<file path="src/rtl/dcl_pkg.sv">
package dcl_pkg;
  localparam int unsigned DIG_W = 4;
  typedef logic [DIG_W-1:0] bcd_t;
  localparam bcd_t BCD_MAX = 4'd9;

  function automatic bcd_t bcd_step(input bcd_t d);
    return (d == BCD_MAX) ? '0 : d + 4'd1;
  endfunction
endpackage

</file>
<file path="src/rtl/dcl_sync.sv">
module dcl_sync #(
  parameter int unsigned         WIDTH   = 1,
  parameter int unsigned         STAGES  = 2,
  parameter logic [WIDTH-1:0]    RST_VAL = '0
) (
  input  logic             clk_i,
  input  logic             rst_ni,
  input  logic [WIDTH-1:0] d_i,
  output logic [WIDTH-1:0] q_o
);
  logic [STAGES-1:0][WIDTH-1:0] stg_q;

  always_ff @(posedge clk_i or negedge rst_ni) begin
    if (!rst_ni) stg_q[0] <= RST_VAL;
    else         stg_q[0] <= d_i;
  end

  for (genvar s = 1; s < STAGES; s++) begin : g_stage
    always_ff @(posedge clk_i or negedge rst_ni) begin
      if (!rst_ni) stg_q[s] <= RST_VAL;
      else         stg_q[s] <= stg_q[s-1];
    end
  end

  assign q_o = stg_q[STAGES-1];
endmodule

</file>
<file path="src/rtl/dcl_bcd_counter.sv">
module dcl_bcd_counter
  import dcl_pkg::*;
#(
  parameter int unsigned N_DIG = 6
) (
  input  logic                   clk_i,
  input  logic                   rst_ni,
  input  logic                   strobe_i,  // synchronized OR of count inputs
  input  logic                   clr_i,
  output logic [N_DIG*DIG_W-1:0] digits_o
);
  logic             strobe_q;
  logic             fall;
  logic [N_DIG-1:0] carry;
  logic [N_DIG-1:0] nine;

  always_ff @(posedge clk_i or negedge rst_ni) begin
    if (!rst_ni) strobe_q <= 1'b0;
    else         strobe_q <= strobe_i;
  end

  assign fall     = strobe_q & ~strobe_i;
  assign carry[0] = fall;

  for (genvar g = 0; g < N_DIG; g++) begin : g_dig
    bcd_t dig_q;
    always_ff @(posedge clk_i or negedge rst_ni) begin
      if (!rst_ni)       dig_q <= '0;
      else if (clr_i)    dig_q <= '0;  // clear wins over a coincident edge
      else if (carry[g]) dig_q <= bcd_step(dig_q);
    end
    assign nine[g] = (dig_q == BCD_MAX);
    if (g < N_DIG - 1) begin : g_carry
      assign carry[g+1] = carry[g] & nine[g];
    end
    assign digits_o[g*DIG_W +: DIG_W] = dig_q;
  end


  inc_chk: assert property (@(posedge clk_i) disable iff (!rst_ni)
    (fall && !clr_i) |=> (digits_o != $past(digits_o)));

  hold_chk: assert property (@(posedge clk_i) disable iff (!rst_ni)
    (!fall && !clr_i) |=> $stable(digits_o));

  wrap_chk: assert property (@(posedge clk_i) disable iff (!rst_ni)
    (fall && !clr_i && (&nine)) |=> (digits_o == '0));

  clr_cnt_chk: assert property (@(posedge clk_i) disable iff (!rst_ni)
    clr_i |=> (digits_o == '0));
endmodule

</file>
<file path="src/rtl/dcl_ovf_flag.sv">
module dcl_ovf_flag (
  input  logic clk_i,
  input  logic rst_ni,
  input  logic ovf_s_i,
  input  logic clr_i,
  output logic flag_o
);
  logic prev_q;
  logic flag_q;
  logic fall;

  always_ff @(posedge clk_i or negedge rst_ni) begin
    if (!rst_ni) prev_q <= 1'b0;
    else         prev_q <= ovf_s_i;
  end

  assign fall = prev_q & ~ovf_s_i;

  always_ff @(posedge clk_i or negedge rst_ni) begin
    if (!rst_ni)    flag_q <= 1'b0;
    else if (clr_i) flag_q <= 1'b0;
    else if (fall)  flag_q <= 1'b1;
  end

  assign flag_o = flag_q;


  ovf_sticky_chk: assert property (@(posedge clk_i) disable iff (!rst_ni)
    (flag_q && !clr_i) |=> flag_q);

  ovf_set_chk: assert property (@(posedge clk_i) disable iff (!rst_ni)
    (!flag_q && !fall) |=> !flag_q);

  ovf_clr_chk: assert property (@(posedge clk_i) disable iff (!rst_ni)
    clr_i |=> !flag_q);
endmodule

</file>
<file path="src/rtl/dcl_decade_latch.sv">
module dcl_decade_latch
  import dcl_pkg::*;
#(
  parameter int unsigned N_DIG       = 6,
  parameter int unsigned N_EXT       = 2,
  parameter int unsigned SYNC_STAGES = 2
) (
  input  logic                           clk_i,
  input  logic                           rst_ni,
  input  logic                           cnt_a_i,
  input  logic                           cnt_b_i,
  input  logic                           ovf_i,
  input  logic                           clr_ni,
  input  logic                           load_ni,
  input  logic [N_EXT*DIG_W-1:0]         ext_lo_i,
  output logic [2:0]                     hi_msb_o,
  output logic [(N_DIG+N_EXT)*DIG_W-1:0] latch_o,
  output logic                           ovf_o
);
  localparam int unsigned CNT_W = N_DIG * DIG_W;
  localparam int unsigned LAT_W = (N_DIG + N_EXT) * DIG_W;
  localparam int unsigned MSB0  = N_DIG - 3;

  logic [4:0]       async_in;
  logic [4:0]       sync_out;
  logic             strobe_s, ovf_s, clr_s, load_s;
  logic [CNT_W-1:0] cnt_digits;
  logic             flag;
  logic [LAT_W-1:0] latch_q;
  logic             ovf_q;

  assign async_in = {cnt_a_i, cnt_b_i, ovf_i, clr_ni, load_ni};

  // active-low controls reset to their idle level
  dcl_sync #(.WIDTH(5), .STAGES(SYNC_STAGES), .RST_VAL(5'b00011)) u_sync (
    .clk_i  (clk_i),
    .rst_ni (rst_ni),
    .d_i    (async_in),
    .q_o    (sync_out)
  );

  assign strobe_s = sync_out[4] | sync_out[3];
  assign ovf_s    = sync_out[2];
  assign clr_s    = ~sync_out[1];
  assign load_s   = ~sync_out[0];

  dcl_bcd_counter #(.N_DIG(N_DIG)) u_cnt (
    .clk_i    (clk_i),
    .rst_ni   (rst_ni),
    .strobe_i (strobe_s),
    .clr_i    (clr_s),
    .digits_o (cnt_digits)
  );

  dcl_ovf_flag u_ovf (
    .clk_i   (clk_i),
    .rst_ni  (rst_ni),
    .ovf_s_i (ovf_s),
    .clr_i   (clr_s),
    .flag_o  (flag)
  );

  for (genvar k = 0; k < 3; k++) begin : g_msb
    assign hi_msb_o[k] = cnt_digits[(MSB0 + k)*DIG_W + DIG_W - 1];
  end

  always_ff @(posedge clk_i or negedge rst_ni) begin
    if (!rst_ni) begin
      latch_q <= '0;
      ovf_q   <= 1'b0;
    end else if (load_s) begin
      latch_q <= {cnt_digits, ext_lo_i};
      ovf_q   <= flag;
    end
  end

  assign latch_o = latch_q;
  assign ovf_o   = ovf_q;


  latch_load_chk: assert property (@(posedge clk_i) disable iff (!rst_ni)
    load_s |=> (latch_o[CNT_W + N_EXT*DIG_W - 1 : N_EXT*DIG_W] == $past(cnt_digits)));

  latch_hold_chk: assert property (@(posedge clk_i) disable iff (!rst_ni)
    !load_s |=> $stable(latch_o));

  ovf_load_chk: assert property (@(posedge clk_i) disable iff (!rst_ni)
    load_s |=> (ovf_o == $past(flag)));

  ovf_hold_chk: assert property (@(posedge clk_i) disable iff (!rst_ni)
    !load_s |=> $stable(ovf_o));

  always_comb begin
    if (!rst_ni) begin
      rst_out_chk: assert (latch_o == '0 && !ovf_o && hi_msb_o == '0);
    end
  end
endmodule

</file>
<file path="config.mk">
export PLATFORM = sky130hd
export DESIGN_NAME = dcl_decade_latch
export DESIGN_NICKNAME = d
export VERILOG_FILES = /design/src/rtl/dcl_pkg.sv /design/src/rtl/dcl_sync.sv /design/src/rtl/dcl_bcd_counter.sv /design/src/rtl/dcl_ovf_flag.sv /design/src/rtl/dcl_decade_latch.sv
export SDC_FILE = /design/constraint.sdc
export NUM_CORES = 1
export LEC_CHECK = 0
export CAP_MARGIN = 20
export CORE_MARGIN = 2
export CORE_UTILIZATION = 50
export DETAILED_ROUTE_END_ITERATION = 7
export PLACE_DENSITY = 0.76
export SLEW_MARGIN = 20
export SYNTH_ARGS = -nofsm -noshare
export SYNTH_HDL_FRONTEND = slang
export SYNTH_SLANG_ARGS = --single-unit
</file>
<file path="constraint.sdc">
create_clock -name clk_i -period 2.3 [get_ports clk_i]
set_input_delay 0.345 -clock clk_i [delete_from_list [all_inputs] [get_ports clk_i]]
set_output_delay 0.345 -clock clk_i [all_outputs]
set_load 0.1 [all_outputs]
</file>
== After elaboration in Yosys (flattened, before gate mapping) ==
Index checks and enable logic that the tools add are counted.
Cells by class
  add/subtract/negate cells: 6
  multiplexer cells: 20
  equal/unequal tests: 13
  bitwise gates (word level): 10
Operators with widths (number)
  4-bit 2-to-1 mux: 18
  4-bit by 1-bit adder with 4-bit output, second input constant: 6
  4-bit equality test, second input constant: 6
  2-bit by 1-bit != test with 1-bit output, second input constant: 7
  1-bit AND: 7
  1-bit 2-to-1 mux: 2
  1-bit NOT: 2
  1-bit OR: 1
Word-level totals
  output and inout port bits: 36
  bits of input ports: 15
  word-level logic and storage cells: 62
  register bits after elaboration: 70

== Longest topological paths before layout ==
  depth in word-level cells: 10
  mapped depth: 8
  mapped depth without buffers: 6

== Hierarchy ==
From an unflattened synthesis, not the netlist that was laid out.
Second synthesis, totals
  cell total of the unflattened synthesis: 244
  area total of the unflattened synthesis: 3195.6 sq um
Modules (own cells, without submodules)
  dcl_bcd_counter: cells each 152, times used 1, area an instance 1442.6 sq um, seq. area each 625.6 sq um
  dcl_decade_latch: cells each 72, times used 1, area an instance 1391.3 sq um, seq. area each 825.8 sq um
  dcl_sync: cells each 15, times used 1, area an instance 292.8 sq um, seq. area each 255.2 sq um
  dcl_ovf_flag: cells each 5, times used 1, area an instance 68.8 sq um, seq. area each 50.0 sq um

== Worst setup path after synthesis ==
Ideal clock, no wire load.
  path type: register -> register
  start point: register u_cnt.g_dig[2].dig_q[1]
  end point: register u_cnt.g_dig[5].dig_q[2]
  period minus slack after synthesis: 1.817 ns
  buffers on the path: 1
  data required time: 2.222 ns
  path slack: 0.483 ns
  stages on the path, launching flop included: 8
  setup time: 0.078 ns
  arrival: 1.740 ns
  cell sequence: dfrtp_1 inv_1 ha_1 and3b_1 nand4_4 buf_6 or4_1 a21boi_1
Between the ends
  word-level cells in the longest chain between the ends: 5
Ends and longest elaborated chain
  from (decl): line dcl_bcd_counter.sv:26  | bcd_t dig_q;
  from (signal assigned): line dcl_bcd_counter.sv:30  | else if (carry[g]) dig_q <= bcd_step(dig_q);
  4-bit equality test: line dcl_bcd_counter.sv:32  | assign nine[g] = (dig_q == BCD_MAX);
  1-bit AND (3 in series): line dcl_bcd_counter.sv:34  | assign carry[g+1] = carry[g] & nine[g];
  2-bit by 1-bit != test with 1-bit output (no source line)
  to (signal assigned): line dcl_bcd_counter.sv:30
  to (decl): line dcl_bcd_counter.sv:26
Every way passes these cells.
A chain may end at the register's enable or synchronous reset.

== Final worst setup path ==
  start point: register u_cnt.g_dig[2].dig_q[1]
  end point: register u_cnt.g_dig[4].dig_q[0]
Between the ends
  word-level cells in the longest chain between the ends: 4
Ends and longest elaborated chain (line)
  4-bit equality test: dcl_bcd_counter.sv:32
  1-bit AND (2 in series): dcl_bcd_counter.sv:34
  2-bit by 1-bit != test with 1-bit output (no source line)
  to (signal assigned): dcl_bcd_counter.sv:30
  to (decl): dcl_bcd_counter.sv:26
Every way passes these cells.

==> impl_results.html <==
<table>
<tr><th>Metric</th><th>Value</th></tr>
<tr><th colspan="2">Drt</th></tr>
<tr><td>Residual antenna-violating net count after detailed routing</td><td>0</td></tr>
<tr><td>Iteration-0 DRC count of the detailed router</td><td>99</td></tr>
<tr><td>DRT Pass-1 Iters</td><td>4</td></tr>
<tr><td>Total wirelength of the detailed-routed design</td><td>5600 um</td></tr>
<tr><td>Average wire length per cell after detail routing</td><td>14.5 um</td></tr>
<tr><td>Drc violations</td><td>0</td></tr>
<tr><td>Total via count after detailed routing</td><td>approximately 2100</td></tr>
<tr><td>Average vias per placed instance</td><td>5.41</td></tr>
<tr><th colspan="2">Critical path</th></tr>
<tr><td>R2R depth</td><td>6</td></tr>
<tr><td>Critical path launch point type</td><td>flip-flop</td></tr>
<tr><td>Worst Path Required</td><td>2570 ps</td></tr>
<tr><td>Worst setup path endpoint</td><td>u_cnt.g_dig[4].dig_q[0]</td></tr>
<tr><td>Largest fanout on the critical path</td><td>22</td></tr>
<tr><td>Cells traversed along the worst timing path</td><td>inv_1 &gt; ha_1 &gt; and3b_1 &gt; nand4_4 &gt; or4_1 &gt; a21boi_0</td></tr>
<tr><td>Critical path class</td><td>flip-flop to flip-flop</td></tr>
<tr><td>CP Launch Point</td><td>u_cnt.g_dig[2].dig_q[1]</td></tr>
<tr><td>Crit end category</td><td>flip-flop</td></tr>
<tr><td>Minimum setup slack among reg-to-reg paths</td><td>about 240 ps</td></tr>
<tr><td>Max incr delay on CP</td><td>~580 ps</td></tr>
<tr><td>Startpoint of the worst register-to-register path</td><td>u_cnt.g_dig[2].dig_q[1]</td></tr>
<tr><td>Worst r2r dst</td><td>u_cnt.g_dig[4].dig_q[0]</td></tr>
<tr><td>Library cell contributing the largest single delay on the critical path</td><td>sky130_fd_sc_hd__or4_1</td></tr>
<tr><td>Arrival time of data at the critical path endpoint</td><td>2330 ps</td></tr>
<tr><th colspan="2">STA</th></tr>
<tr><td>Highest Clock Rate</td><td>484 MHz</td></tr>
<tr><td>Worst hold slack across all endpoints</td><td>-3.25 ps</td></tr>
<tr><td>Period utilisation layout</td><td>89.7%</td></tr>
<tr><td>Unrepaired setup endpoints after global routing</td><td>no</td></tr>
<tr><td>Final critical delay including setup and external delays</td><td>~2100 ps</td></tr>
<tr><td>Measured slew at the worst slew-check pin</td><td>588 ps</td></tr>
<tr><td>Final Slew Violations</td><td>0</td></tr>
<tr><td>Post-route setup TNS</td><td>0 ps</td></tr>
<tr><td>Clk_skew</td><td>9.25 ps</td></tr>
<tr><td>Total setup violations reported at the end of the flow</td><td>0</td></tr>
<tr><td>Total count of hold-check failures in the final report</td><td>12</td></tr>
<tr><td>Slew margin rel.</td><td>60.8%</td></tr>
<tr><th colspan="2">Global routing</th></tr>
<tr><td>First-pass GRT wire length</td><td>9250 um</td></tr>
<tr><td>Vias in the first global route</td><td>1996</td></tr>
<tr><td>All-Layer GR Usage</td><td>18.5%</td></tr>
<tr><td>Maximum number of pins on one net before global-route repair</td><td>39</td></tr>
<tr><td>Antenna violations before repair</td><td>0</td></tr>
<tr><td>Total grt overflow</td><td>0</td></tr>
<tr><th colspan="2">Logic synthesis</th></tr>
<tr><td>Fraction of synthesis flops using an asynchronous set or reset pin</td><td>100%</td></tr>
<tr><td>EDFF count, synth</td><td>0</td></tr>
<tr><td>Yosys warns</td><td>0</td></tr>
<tr><td>Post-Synth Simple-Gate Area</td><td>15.4%</td></tr>
<tr><td>Number of synthesized register bits</td><td>70</td></tr>
<tr><td>Multiplexer area fraction after synthesis</td><td>10.9%</td></tr>
<tr><td>Netlist cell types</td><td>40</td></tr>
<tr><td>Area of the mapped netlist</td><td>just over 3000 sq um</td></tr>
<tr><td>Post-synthesis adder-cell area fraction</td><td>4.07%</td></tr>
<tr><td>Post-synth top flop</td><td>sky130_fd_sc_hd__dfrtp_1</td></tr>
<tr><td>Syn Area/Cell</td><td>between 10 and 15 sq um</td></tr>
<tr><td>Xor/xnor share of the synthesized area</td><td>0.569%</td></tr>
<tr><td>Sequential share of the synthesized area</td><td>57.1%</td></tr>
<tr><td>Largest family of logic cells by synthesized area</td><td>simple AND/OR/NAND/NOR gates</td></tr>
<tr><td>Compound-Gate Fraction of Synth Area</td><td>9.23%</td></tr>
<tr><td>Cell count after synthesis</td><td>250</td></tr>
<tr><td>Post-synth net total</td><td>275</td></tr>
<tr><th colspan="2">Power</th></tr>
<tr><td>Maximum vdd ir drop</td><td>398 uV</td></tr>
<tr><td>Net load switching power</td><td>around 650 uW</td></tr>
<tr><td>Design internal power</td><td>between 1500 and 2000 uW</td></tr>
<tr><td>Switching portion of total power</td><td>26.0%</td></tr>
<tr><td>Total power</td><td>2490 uW</td></tr>
<tr><td>Cell Pwr Density</td><td>around 660 nW/um^2</td></tr>
<tr><td>Share of power burned in combinational logic</td><td>11.0%</td></tr>
<tr><td>Part of the power in registers</td><td>between 50% and 60%</td></tr>
<tr><td>Standby leakage power</td><td>0.00175 uW</td></tr>
<tr><td>Part of the total power dissipated in the clock network</td><td>37.4%</td></tr>
<tr><th colspan="2">Clocking</th></tr>
<tr><td>TritonCTS clock tree</td><td>built</td></tr>
<tr><td>Root buffer selected by CTS</td><td>sky130_fd_sc_hd__clkbuf_8</td></tr>
<tr><td>Inserted Clock Buffers</td><td>9</td></tr>
<tr><td>Number of buffers inserted by hold repair at cts</td><td>0</td></tr>
<tr><td>Htree depth</td><td>3</td></tr>
<tr><td>Deepest clock path buffer count</td><td>2</td></tr>
<tr><td>CTS-repair resized insts</td><td>0</td></tr>
<tr><td>Clock Sink Count</td><td>70</td></tr>
<tr><td>Worst-Skew Late Latency</td><td>350 ps</td></tr>
<tr><td>Clock slew seen by the registers of the worst setup and hold paths</td><td>70 ps</td></tr>
<tr><td>Postcts setup bufs</td><td>0</td></tr>
<tr><th colspan="2">Cells and area</th></tr>
<tr><td>Finished Core Util</td><td>63.6%</td></tr>
<tr><td>Commonest non-fill, non-tap cell in the layout</td><td>sky130_fd_sc_hd__dfrtp_1</td></tr>
<tr><td>Area Overhead vs Synth</td><td>22.4%</td></tr>
<tr><td>Leading cell types in the layout, fill and taps excluded</td><td>sky130_fd_sc_hd__dfrtp_1 (66), sky130_fd_sc_hd__buf_4 (40), sky130_fd_sc_hd__mux2_2 (28)</td></tr>
<tr><td>Final nets</td><td>330</td></tr>
<tr><td>Layout cells sized above 1</td><td>30.0%</td></tr>
<tr><td>Fin area</td><td>3770 sq um</td></tr>
<tr><td>Number of fillers in the final layout</td><td>474</td></tr>
<tr><td>Diodes inserted</td><td>0</td></tr>
<tr><th colspan="2">Floorplan</th></tr>
<tr><td>Die span in x</td><td>82.5 um</td></tr>
<tr><td>Number of core rows</td><td>28</td></tr>
<tr><td>Core Box Area</td><td>about 5900 sq um</td></tr>
<tr><td>Die Outline Area</td><td>about 6800 sq um</td></tr>
<tr><td>Effective utilization at floorplan</td><td>around 52%</td></tr>
<tr><td>Height of the chip</td><td>82.5 um</td></tr>
<tr><td># IOs</td><td>51</td></tr>
<tr><th colspan="2">Placed design</th></tr>
<tr><td>Instance area at placement</td><td>around 3600 sq um</td></tr>
<tr><td>HPWL reported at the end of detailed placement</td><td>3750 um</td></tr>
<tr><td>Weighted congestion reported at the end of routability-driven placement</td><td>~0.8</td></tr>
<tr><td>Number of port buffers</td><td>50</td></tr>
<tr><th colspan="2">Run status</th></tr>
<tr><td>Violated checks</td><td>hold timing</td></tr>
<tr><td>Outcome</td><td>finished, violations left</td></tr>
<tr><th colspan="2">Flow run</th></tr>
<tr><td>Max-cap violation count</td><td>0</td></tr>
<tr><th colspan="2">Hold path</th></tr>
<tr><td>Class of the tightest hold or removal check</td><td>input pin to asynchronous set/reset pin</td></tr>
</table>
-- critical path, delay by kind of cell, from the launching register on --
kind,cells,cell delay [ps]
DFF,1,400
adders and majority gates,1,140
and+or+nand+nor,3,1170
AOI/OAI and AO/OA,1,170
buffers and inverters,1,100
-- cell type report --
| cell class | instances | area [sq um] | share of cell area [%] |
|---|---|---|---|
| clock inverter | 4 | 47.5 | 1.26 |
| timing repair buffer | 56 | 475 | 12.6 |
| inverter | 6 | 22.5 | 0.598 |
| clock buffer | 12 | 135 | 3.59 |
| sequential | 70 | 1760 | 46.6 |
| multi-input combinational | 162 | 1230 | 32.8 |
| tap | 75 | 93.8 | 2.49 |
-- state kept, by name, indices dropped and copies added (netlist names) --
name / flops
latch_o: 32
u_cnt.g_dig.dig_q: 24
u_sync.q_o: 5
u_sync.stg_q: 5
ovf_o: 1
u_cnt.strobe_q: 1
u_ovf.flag_o: 1
u_ovf.prev_q: 1
-- per-layer routing --
metal	up-vias	GRT usage (%)	share of wire [%]
li1	999	-	-
met4	0	9.33	1.8
met5	-	0	0
met1	1019	23.5	45
met2	55	28.6	46
met3	9	5.43	6.9
-- cells in the mapped netlist, types with 5 or more instances --
library cell,number,area share [%]
sky130_fd_sc_hd__inv_1,6,0.73
sky130_fd_sc_hd__nand2_1,16,2.0
sky130_fd_sc_hd__nand3_1,7,1.1
sky130_fd_sc_hd__dfrtp_1,66,54
sky130_fd_sc_hd__o21ai_0,18,2.9
sky130_fd_sc_hd__clkbuf_1,8,0.98
sky130_fd_sc_hd__ha_1,10,4.1
sky130_fd_sc_hd__or3_1,6,1.2
sky130_fd_sc_hd__a21boi_0,13,3.2
sky130_fd_sc_hd__nor3_1,5,0.81
sky130_fd_sc_hd__nor2_1,5,0.61
sky130_fd_sc_hd__nor2b_1,7,1.4
sky130_fd_sc_hd__or4_1,6,1.5
sky130_fd_sc_hd__mux2_2,28,10
-- power groups by stage --
stage	Sequential, uW	Combinational, uW	Clock (uW)
final	1290	274	933
after global routing	1290	290	1020
after CTS	1290	278	965
after detailed placement	1310	277	0
after global placement	1310	275	0
after floorplan	1430	51.5	0
-- metrics by stage --
| stage | instances | setup WS [ps] |
|---|---|---|
| 5_1_grt | 385 | 19.0 |
| 3_3_place_gp | 369 | 342 |
| 4_1_cts | 385 | 247 |
| 3_5_place_dp | 369 | 255 |
| 2_1_floorplan | 250 | 483 |
| 6_report | 385 | 236 |
-- how the worst min path moves through the flow --
| stage | startpoint | endpoint | slack [ps] |
|---|---|---|---|
| CTS | rst_ni | latch_o[7] | 2 |
| global placement | u_sync.stg_q[3] | u_sync.q_o[3] | 330 |
| detailed placement | u_sync.stg_q[4] | u_sync.q_o[4] | 340 |
| finish | rst_ni | latch_o[7] | -3 |
| global route | rst_ni | latch_o[7] | 30 |
| floorplan | rst_ni | latch_o[0] | 50 |
-- logic make-up after synthesis --
family / Yosys count
AND/OR/NAND/NOR: 75
flip-flops: 70
AO/OA/AOI/OAI: 45
multiplexers: 30
buffers and inverters: 18
adder cells (fa/ha/maj): 10
XOR/XNOR: 2
No activity file was read; power rests on OpenSTA's default activity.
